### src/rtl/clk_freq_seq.sv
module clk_freq_seq #(
  parameter int MIN_LOW    = 2,
  parameter int EXIT_CYC   = 2,
  parameter int RELOCK_W   = 16,
  parameter int DEF_RELOCK = 200,
  parameter int CL_W       = 3
) (
  input  logic                clk,
  input  logic                rst_n,
  input  logic                chg_req,
  input  logic                banks_idle,
  input  logic                clk_stable,
  input  logic [CL_W-1:0]     new_cl,
  input  logic [RELOCK_W-1:0] relock_cyc,
  output logic                cke,
  output logic                sw_ok,
  output logic                busy,
  output logic                ready,
  output logic                cmd_valid,
  output logic [1:0]          cmd_kind,
  output logic [CL_W-1:0]     mr_cl
);

  typedef enum logic [3:0] {
    S_IDLE, S_DRAIN, S_HOLD, S_SWITCH, S_STABLE,
    S_EXIT, S_DLL_RST, S_MODE, S_RELOCK, S_DONE
  } st_t;

  localparam logic [1:0] K_DLL  = 2'b01;
  localparam logic [1:0] K_MODE = 2'b10;

  st_t st, nxt;
  logic [RELOCK_W-1:0] cnt, relock_q;
  logic [CL_W-1:0]     cl_q;
  wire                 cnt_done = (cnt == '0);

  always_comb begin
    nxt = st;
    case (st)
      S_IDLE:    if (chg_req)     nxt = S_DRAIN;
      S_DRAIN:   if (banks_idle)  nxt = S_HOLD;
      S_HOLD:    if (cnt_done)    nxt = S_SWITCH;
      S_SWITCH:  if (!clk_stable) nxt = S_STABLE;
      S_STABLE:  if (clk_stable)  nxt = S_EXIT;
      S_EXIT:    if (cnt_done)    nxt = S_DLL_RST;
      S_DLL_RST:                  nxt = S_MODE;
      S_MODE:                     nxt = S_RELOCK;
      S_RELOCK:  if (cnt_done)    nxt = S_DONE;
      S_DONE:    if (!chg_req)    nxt = S_IDLE;
      default:                    nxt = S_IDLE;
    endcase
  end

  always_ff @(posedge clk or negedge rst_n) begin
    if (!rst_n) begin
      st       <= S_IDLE;
      cnt      <= '0;
      relock_q <= RELOCK_W'(DEF_RELOCK);
      cl_q     <= '0;
    end else begin
      st <= nxt;
      if (st == S_IDLE && chg_req) begin
        cl_q     <= new_cl;
        relock_q <= (relock_cyc == '0) ? RELOCK_W'(DEF_RELOCK) : relock_cyc;
      end
      if (nxt != st) begin
        case (nxt)
          S_HOLD:   cnt <= RELOCK_W'(MIN_LOW - 1);
          S_EXIT:   cnt <= RELOCK_W'(EXIT_CYC - 1);
          S_RELOCK: cnt <= relock_q - 1'b1;
          default:  cnt <= '0;
        endcase
      end else if (!cnt_done) begin
        cnt <= cnt - 1'b1;
      end
    end
  end

  assign cke       = !(st == S_HOLD || st == S_SWITCH || st == S_STABLE);
  assign sw_ok     = (st == S_SWITCH);
  assign busy      = !(st == S_IDLE || st == S_DONE);
  assign ready     = (st == S_DONE);
  assign cmd_valid = (st == S_DLL_RST || st == S_MODE);
  assign cmd_kind  = (st == S_DLL_RST) ? K_DLL : (st == S_MODE) ? K_MODE : 2'b00;
  assign mr_cl     = cl_q;

  AST_CKE_FALL_BANKS: assert property (@(posedge clk) disable iff (!rst_n)
    $fell(cke) |-> $past(banks_idle));
  AST_SWITCH_AFTER_HOLD: assert property (@(posedge clk) disable iff (!rst_n)
    $rose(sw_ok) |-> (!$past(cke) && !$past(cke, 2)));
  AST_EXIT_ON_STABLE: assert property (@(posedge clk) disable iff (!rst_n)
    $rose(cke) |-> $past(clk_stable));
  AST_CMD_CKE_HIGH: assert property (@(posedge clk) disable iff (!rst_n)
    cmd_valid |-> (cke && $past(cke)));
  AST_MODE_AFTER_DLL: assert property (@(posedge clk) disable iff (!rst_n)
    (cmd_valid && cmd_kind == K_MODE) |-> $past(cmd_valid && cmd_kind == K_DLL));
  AST_READY_EXIT: assert property (@(posedge clk) disable iff (!rst_n)
    $fell(ready) |-> !$past(chg_req));

endmodule

### config.mk
export PLATFORM = sky130hd
export DESIGN_NAME = clk_freq_seq
export DESIGN_NICKNAME = d
export VERILOG_FILES = /design/src/rtl/clk_freq_seq.sv
export SDC_FILE = /design/constraint.sdc
export NUM_CORES = 1
export LEC_CHECK = 0
export ABC_AREA = 1
export BUFFER_PORTS_ARGS = -buffer_cell sky130_fd_sc_hd__buf_2
export CAP_MARGIN = 20
export CORE_MARGIN = 3
export CORE_UTILIZATION = 30
export CTS_CLUSTER_SIZE = 24
export DETAILED_ROUTE_END_ITERATION = 8
export MAX_ROUTING_LAYER = met4
export PLACE_DENSITY = 0.53
export SLEW_MARGIN = 10
export SYNTH_ARGS = -nofsm -noshare
export SYNTH_HDL_FRONTEND = slang
export SYNTH_SLANG_ARGS = --single-unit
### constraint.sdc
create_clock -name clk -period 4.9 [get_ports clk]
set_input_delay 1.47 -clock clk [delete_from_list [all_inputs] [get_ports clk]]
set_output_delay 1.47 -clock clk [all_outputs]
set_load 0.1 [all_outputs]
==> key figures, run 1 <==
Finish
  – Ant diodes: 0
  – Filler cell count in the final layout: ~900
  – Fin nets: about 430
  – Multi-input gate area: 1410 um^2
  – Area added between synthesis and finish: 12.5%
  – Post-layout util: between 30% and 40%
  – Reg area: between 900 and 1000 um^2
  – Layout cell share with drive strength beyond 1: between 10% and 20%

Setup path
  – Crit Path Class: flop to output pin
  – Critical-path cell list: inv_2 > nor2_2 > inv_2 > nor2_4 > buf_2
  – Worst path bufs/invs: 3
  – Crit path arrival time: ~1.7 ns
  – Top delay family on crit path: buffers and inverters
  – Data required time of the critical path: roughly 3.4 ns
  – Crit. End Element: output pin
  – Max incr delay on CP: around 0.46 ns
  – Startpoint Class: flop
  – Slowest CP cell: dfrtp_1
  – Critical Path Most Common Cell: inv_2
  – Critical Path Fanout Max: 5

Logic synthesis
  – Post-synthesis xor/xnor area fraction: about 6.0%
  – Netlist cell types: 33
  – Area share of fa/ha/maj cells after synthesis: 0.950%
  – Yosys reg bits: 39
  – Largest family of logic cells by synthesized area: simple AND/OR/NAND/NOR gates
  – Synth top area cells: dfrtp_1, nand2_1, nor2_1, inv_1, xor2_1
  – Top cell type by total area after synthesis: dfrtp_1
  – Synth Instances: between 300 and 400
  – Syn Nets: 392
  – Synth Flop Type: dfrtp_1
  – Commonest cells post-synth: nand2_1, nor2_1, inv_1, dfrtp_1, nand3_1
  – Post-synthesis async set-or-reset flop share: between 90% and 100%
  – Mux share of post-synthesis cell area: around 3.4%
  – Synth Area in Compound Gates: a little under a tenth
  – Most numerous cell in the Yosys netlist: nand2_1
  – Synth top area share: about a third
  – Post-synth EDFFs: 0
  – Post-synthesis sequential area ratio: a little under two fifths
  – Avg Inst Size Synth: slightly above 7 um^2
  – Post-Syn Area: roughly 2600 um^2
  – Syn. warnings: 0
  – Synth Area in Simple Gates: 34.0%

Routing
  – DRC viols: 0
  – Initial DRC count: 80
  – First-pass DRT Iterations: 4
  – Vias per inst: 4.50
  – Post-route ant nets: 0
  – DR vias: between 2000 and 2500
  – DR WL/cell: 11.7 um
  – Post-Route WL: slightly below 6000 um

Global route
  – Antenna violations before repair: 0
  – GRT Util Overall: a little over an eighth
  – First-pass GRT wire length: around 10000 um
  – Vias in the first global route: between 2000 and 2500
  – Largest net degree at the start of global routing: 40
  – Overflow after GRT: 0

Pwr
  – Worst vdd ir: approximately 0.38 mV
  – Pwr dens: around 740 nW/um^2
  – Leakage: about 0.0016 uW

Placement
  – Gpl congestion: 0.867
  – DP HPWL: ~4700 um
  – Port Buf Inserts: 33

Worst hold path
  – Hold Crit Class: flop to flop

STA
  – Highest clock rate: between 300 and 400 MHz
  – Sum Neg Setup Slack: 0 ns
  – Min cycle time layout: 3.13 ns
  – Worst Clk Skew: slightly above 0.006 ns
  – Final Hold Fails: 0
  – Final Cycle Share: 63.9%
  – Relative slew slack: between 40% and 50%
  – Max Slew Vio Count: 0
  – Worst Tran Pin Value: between 0.8 and 0.9 ns
  – Setup violators final: 0
  – RSZ-0062 raised after global routing: false

Floorplan
  – Die Ht: roughly 100 um
  – Core area: 8380 um^2
  – Initial core utilization: a little under a third
  – # rows: 33
  – Boundary Pins: 34
  – Die X: around 100 um
  – Die area: ~9900 um^2

Clock tree
  – Inserted Clock Buffers: 5
  – Bufs on Longest Clock Path: 2
  – # H-tree levels: 2
  – TritonCTS clock tree: built
  – Skew-Pair Late Insertion Delay: 0.29 ns
  – Post_cts resized: 0
  – Postcts setup bufs: 0
  – Clk sink count: 39
  – Clock transition at path regs: 0.08 ns
  – # hold bufs at CTS: 0
  – Root Driver: clkbuf_8

Run status
  – Status: finished, final reports clean

Job
  – Maxcap violations: 0
[cells by family after synthesis]
kind of cell,Yosys count
adder cells (fa/ha/maj),2
AND/OR/NAND/NOR,197
AO/OA/AOI/OAI,43
XOR/XNOR,18
multiplexers,8
buffers and inverters,59
flip-flops,39
[path summary, 6_finish.rpt]
kind,slack [ns],end,cells past startpoint,start
max in group asynchronous,3.08,relock_q[11],1,rst_n
min reg2reg,0.51,relock_q[6],2,relock_q[6]
max reg2reg,2.30,cnt[12],14,st[2]
min,0.51,relock_q[6],2,relock_q[6]
min in group asynchronous,1.29,cnt[3],1,rst_n
max,1.77,cmd_kind[1],5,st[2]
[stage by stage]
step / std cells / area, um^2 / hold slack (ns) / power (uW) / worst slack (ns)
finish: 505 / 2970 / 0.507 / 2200 / 1.77
global route: 505 / 2970 / 0.530 / 2430 / 1.52
CTS: 505 / 2970 / 0.512 / 2220 / 1.77
detailed placement: 497 / 2880 / 0.495 / 2000 / 1.47
global placement: 497 / 2880 / 0.487 / 1990 / 1.54
floorplan: 366 / 2640 / 0.477 / 1800 / 0.707
[layer usage]
layer | part of all wire, % | track usage, % | routed length [um]
met5 | 0 | - | 0
met4 | 1.6 | 3.68 | 96
met3 | 4.1 | 2.73 | 239
met2 | 45 | 20.1 | 2660
met1 | 49 | 17.6 | 2900
[cell type report]
type,instances,area share (%)
Timing Repair Buffer,33,5.57
Multi-Input combinational cell,268,47.6
Tap cell,105,4.43
Inverter,52,6.58
Clock inverter,1,0.169
Sequential cell,39,33.0
Clock buffer,7,2.57
[state kept, by name, summed over array words and instances (netlist names)]
| register | count |
|---|---|
| cnt | 16 |
| mr_cl | 3 |
| relock_q | 16 |
| st | 4 |
[placed cells by master (no fill, tap or decap)]
cell type,netlist,routed
clkbuf_8,0,5
dfstp_2,3,3
o211ai_1,2,2
xor2_1,14,14
buf_2,0,33
clkinv_2,0,1
nand3_2,4,4
dfrtp_1,36,36
mux2_2,8,8
nor3b_1,1,1
nand4_4,1,1
nand2_2,2,2
inv_2,5,5
nand2_4,1,1
clkbuf_1,3,2
o21ai_0,14,14
nor3_1,5,4
xnor2_1,4,4
nor2_2,4,4
nand3b_1,1,1
or2_2,2,2
a21oi_2,2,2
nand2_1,83,83
ha_1,2,2
nand4_1,8,8
nand3_1,19,19
nor2_1,59,59
inv_1,47,47
nor4_1,5,5
nor2_4,2,2
o21ai_1,7,7
a22oi_1,4,4
a21boi_0,1,1
a21oi_1,13,13
nor3_2,0,1
[worst reg2reg max path, cell delays in order, from the launching register on]
cell	delay (ns)
dfrtp_1	0.45
nor2_2	0.28
nand3_2	0.50
nand2_1	0.22
inv_1	0.07
nand2_2	0.07
nor2_4	0.05
nand3_2	0.08
nand2_1	0.07
nand2_2	0.20
nand2_4	0.19
inv_1	0.16
nand2_1	0.07
nand2_1	0.06
inv_1	0.03
[where the power goes]
group / switching (uW) / internal [uW] / total [uW]
Sequential: 150 / 479 / 629
Clock: 110 / 99.9 / 210
Combinational: 949 / 416 / 1360
Total: 1210 / 994 / 2200
Power figures use the tool's default switching activity.
==> run 2, diff against run 1 <==
Settings changed: PLACE_DENSITY 0.53 to 0.55.
Clock period 4.9 ns to 2.62 ns, I/O delays scaled along.
==> key figures, run 2 (synthesis results as in run 1) <==
Run status
  – Status: finished, final reports clean

Setup path
  – Startpoint Class: flop
  – Crit path arrival time: 1.67 ns
  – R2r setup slk: roughly 0.42 ns
  – Critical Path Fanout Max: 5
  – Crit Path Class: flop to output pin
  – Data required time of the critical path: ~1.8 ns
  – Crit. End Element: output pin

Floorplan
  – Die Ht: 99.7 um
  – Die X: roughly 100 um
  – Core area: approximately 8400 um^2
  – Die area: between 9000 and 10000 um^2
  – Boundary Pins: 34
  – Initial core utilization: a little under a third
  – # rows: 33

Pwr
  – Leakage: between 0.0015 and 0.002 uW
  – Pwr dens: approximately 1400 nW/um^2
  – Worst vdd ir: roughly 0.96 mV

Placement
  – DP HPWL: 4720 um
  – Gpl congestion: a little over 0.9
  – DP Area: 2920 um^2
  – DP Worst Slack: about 0.34 ns
  – Port Buf Inserts: 33

Global route
  – Vias in the first global route: 2361
  – GRT Util Overall: a little over an eighth
  – Overflow after GRT: 0
  – Largest net degree at the start of global routing: 40
  – Antenna violations before repair: 0
  – First-pass GRT wire length: 10700 um

Finish
  – Commonest cells after routing, fill and taps aside: nand2_1, nor2_1, inv_1
  – Finished Cell Area: slightly above 3000 um^2
  – Area added between synthesis and finish: 16.1%
  – Post-layout util: 36.5%
  – Top Registers: cnt x16, relock_q x16, st x4
  – Layout cell share with drive strength beyond 1: 20.1%
  – Commonest non-fill, non-tap cell in the layout: nand2_1
  – Ant diodes: 0
  – Filler cell count in the final layout: between 900 and 1000
  – Fin nets: around 430

Clock tree
  – Bufs on Longest Clock Path: 2
  – # hold bufs at CTS: 0
  – # H-tree levels: 2
  – TritonCTS clock tree: built
  – Inserted Clock Buffers: 5
  – Clock transition at path regs: approximately 0.080 ns
  – Skew-Pair Late Insertion Delay: between 0.2 and 0.3 ns
  – Root Driver: clkbuf_8
  – Clk sink count: 39

Routing
  – Post-route ant nets: 0
  – DR vias: between 2000 and 2500
  – DR WL/cell: ~12 um
  – First-pass DRT Iterations: 4
  – Vias per inst: approximately 4.6
  – Initial DRC count: 65
  – Post-Route WL: a little under 6000 um
  – DRC viols: 0

STA
  – Relative slew slack: between 60% and 70%
  – Max Slew Vio Count: 0
  – RSZ-0062 raised after global routing: false
  – Min cycle time layout: ~2.5 ns
  – Final WS setup: 0.164 ns
  – Worst Clk Skew: roughly 0.011 ns
  – Final Hold Fails: 0
  – Highest clock rate: between 400 and 500 MHz
  – Setup violators final: 0
  – Worst Tran Pin Value: between 0.5 and 0.6 ns
  – Final Cycle Share: around 94%

Job
  – Maxcap violations: 0

Worst hold path
  – Hold Crit Class: flop to flop
## run 2: per-stage QoR
step / hold WS [ns] / setup TNS (ns) / instances / total power (uW)
finish: 0.509 / 0 / 508 / 4380
global route: 0.538 / 0 / 508 / 4830
CTS: 0.514 / 0 / 508 / 4420
detailed placement: 0.495 / 0 / 500 / 3810
global placement: 0.488 / 0 / 500 / 3820
floorplan: 0.477 / -0.0342 / 366 / 3400
## run 2: layer usage
metal  track usage, %  vias to the layer above  part of all wire (%)
li1                 -                     1247                     -
met1             18.2                     1033                    51
met2             20.1                       41                    44
met3             2.88                        8                   3.5
met4             3.78                        0                   1.1
met5                -                        -                     0
## run 2: power by group
part | internal (uW) | switching [uW] | total, uW
clock network | 381 | 210 | 591
registers | 895 | 276 | 1170
logic | 816 | 1800 | 2620
## run 2: timing repair
item / 4_1_cts / 5_1_grt
gates resized for setup: 0 / 1
endpoints found under the setup margin: 0 / 1
endpoints found under the hold margin: 0 / 0
setup buffers: 0 / 0
## run 2: cell type report
class	count	area (um^2)	share of cell area, %
multi-input cells	268	1430	46.7
flip-flops and latches	39	980	32.0
inverters	52	195	6.38
repair buffers	36	190	6.22
well taps	105	131	4.29
clock buffers	6	72.6	2.37
clock inverters	2	60.1	1.96
## run 2: path summary, 6_finish.rpt
check / from / cells past startpoint / to
setup / recovery: st[2] / 5 / cmd_valid
hold / removal: mr_cl[0] / 1 / mr_cl[0]
setup reg to reg: cnt[0] / 13 / cnt[0]
hold reg to reg: mr_cl[0] / 1 / mr_cl[0]
max in group asynchronous: rst_n / 2 / relock_q[3]
min in group asynchronous: rst_n / 2 / cnt[5]
## run 2: worst max-delay path, cell delays in order (launching register included)
cell	delay [ns]
dfrtp_1	0.48
inv_2	0.08
nor2_2	0.22
inv_2	0.10
nor2_2	0.07
buf_2	0.42
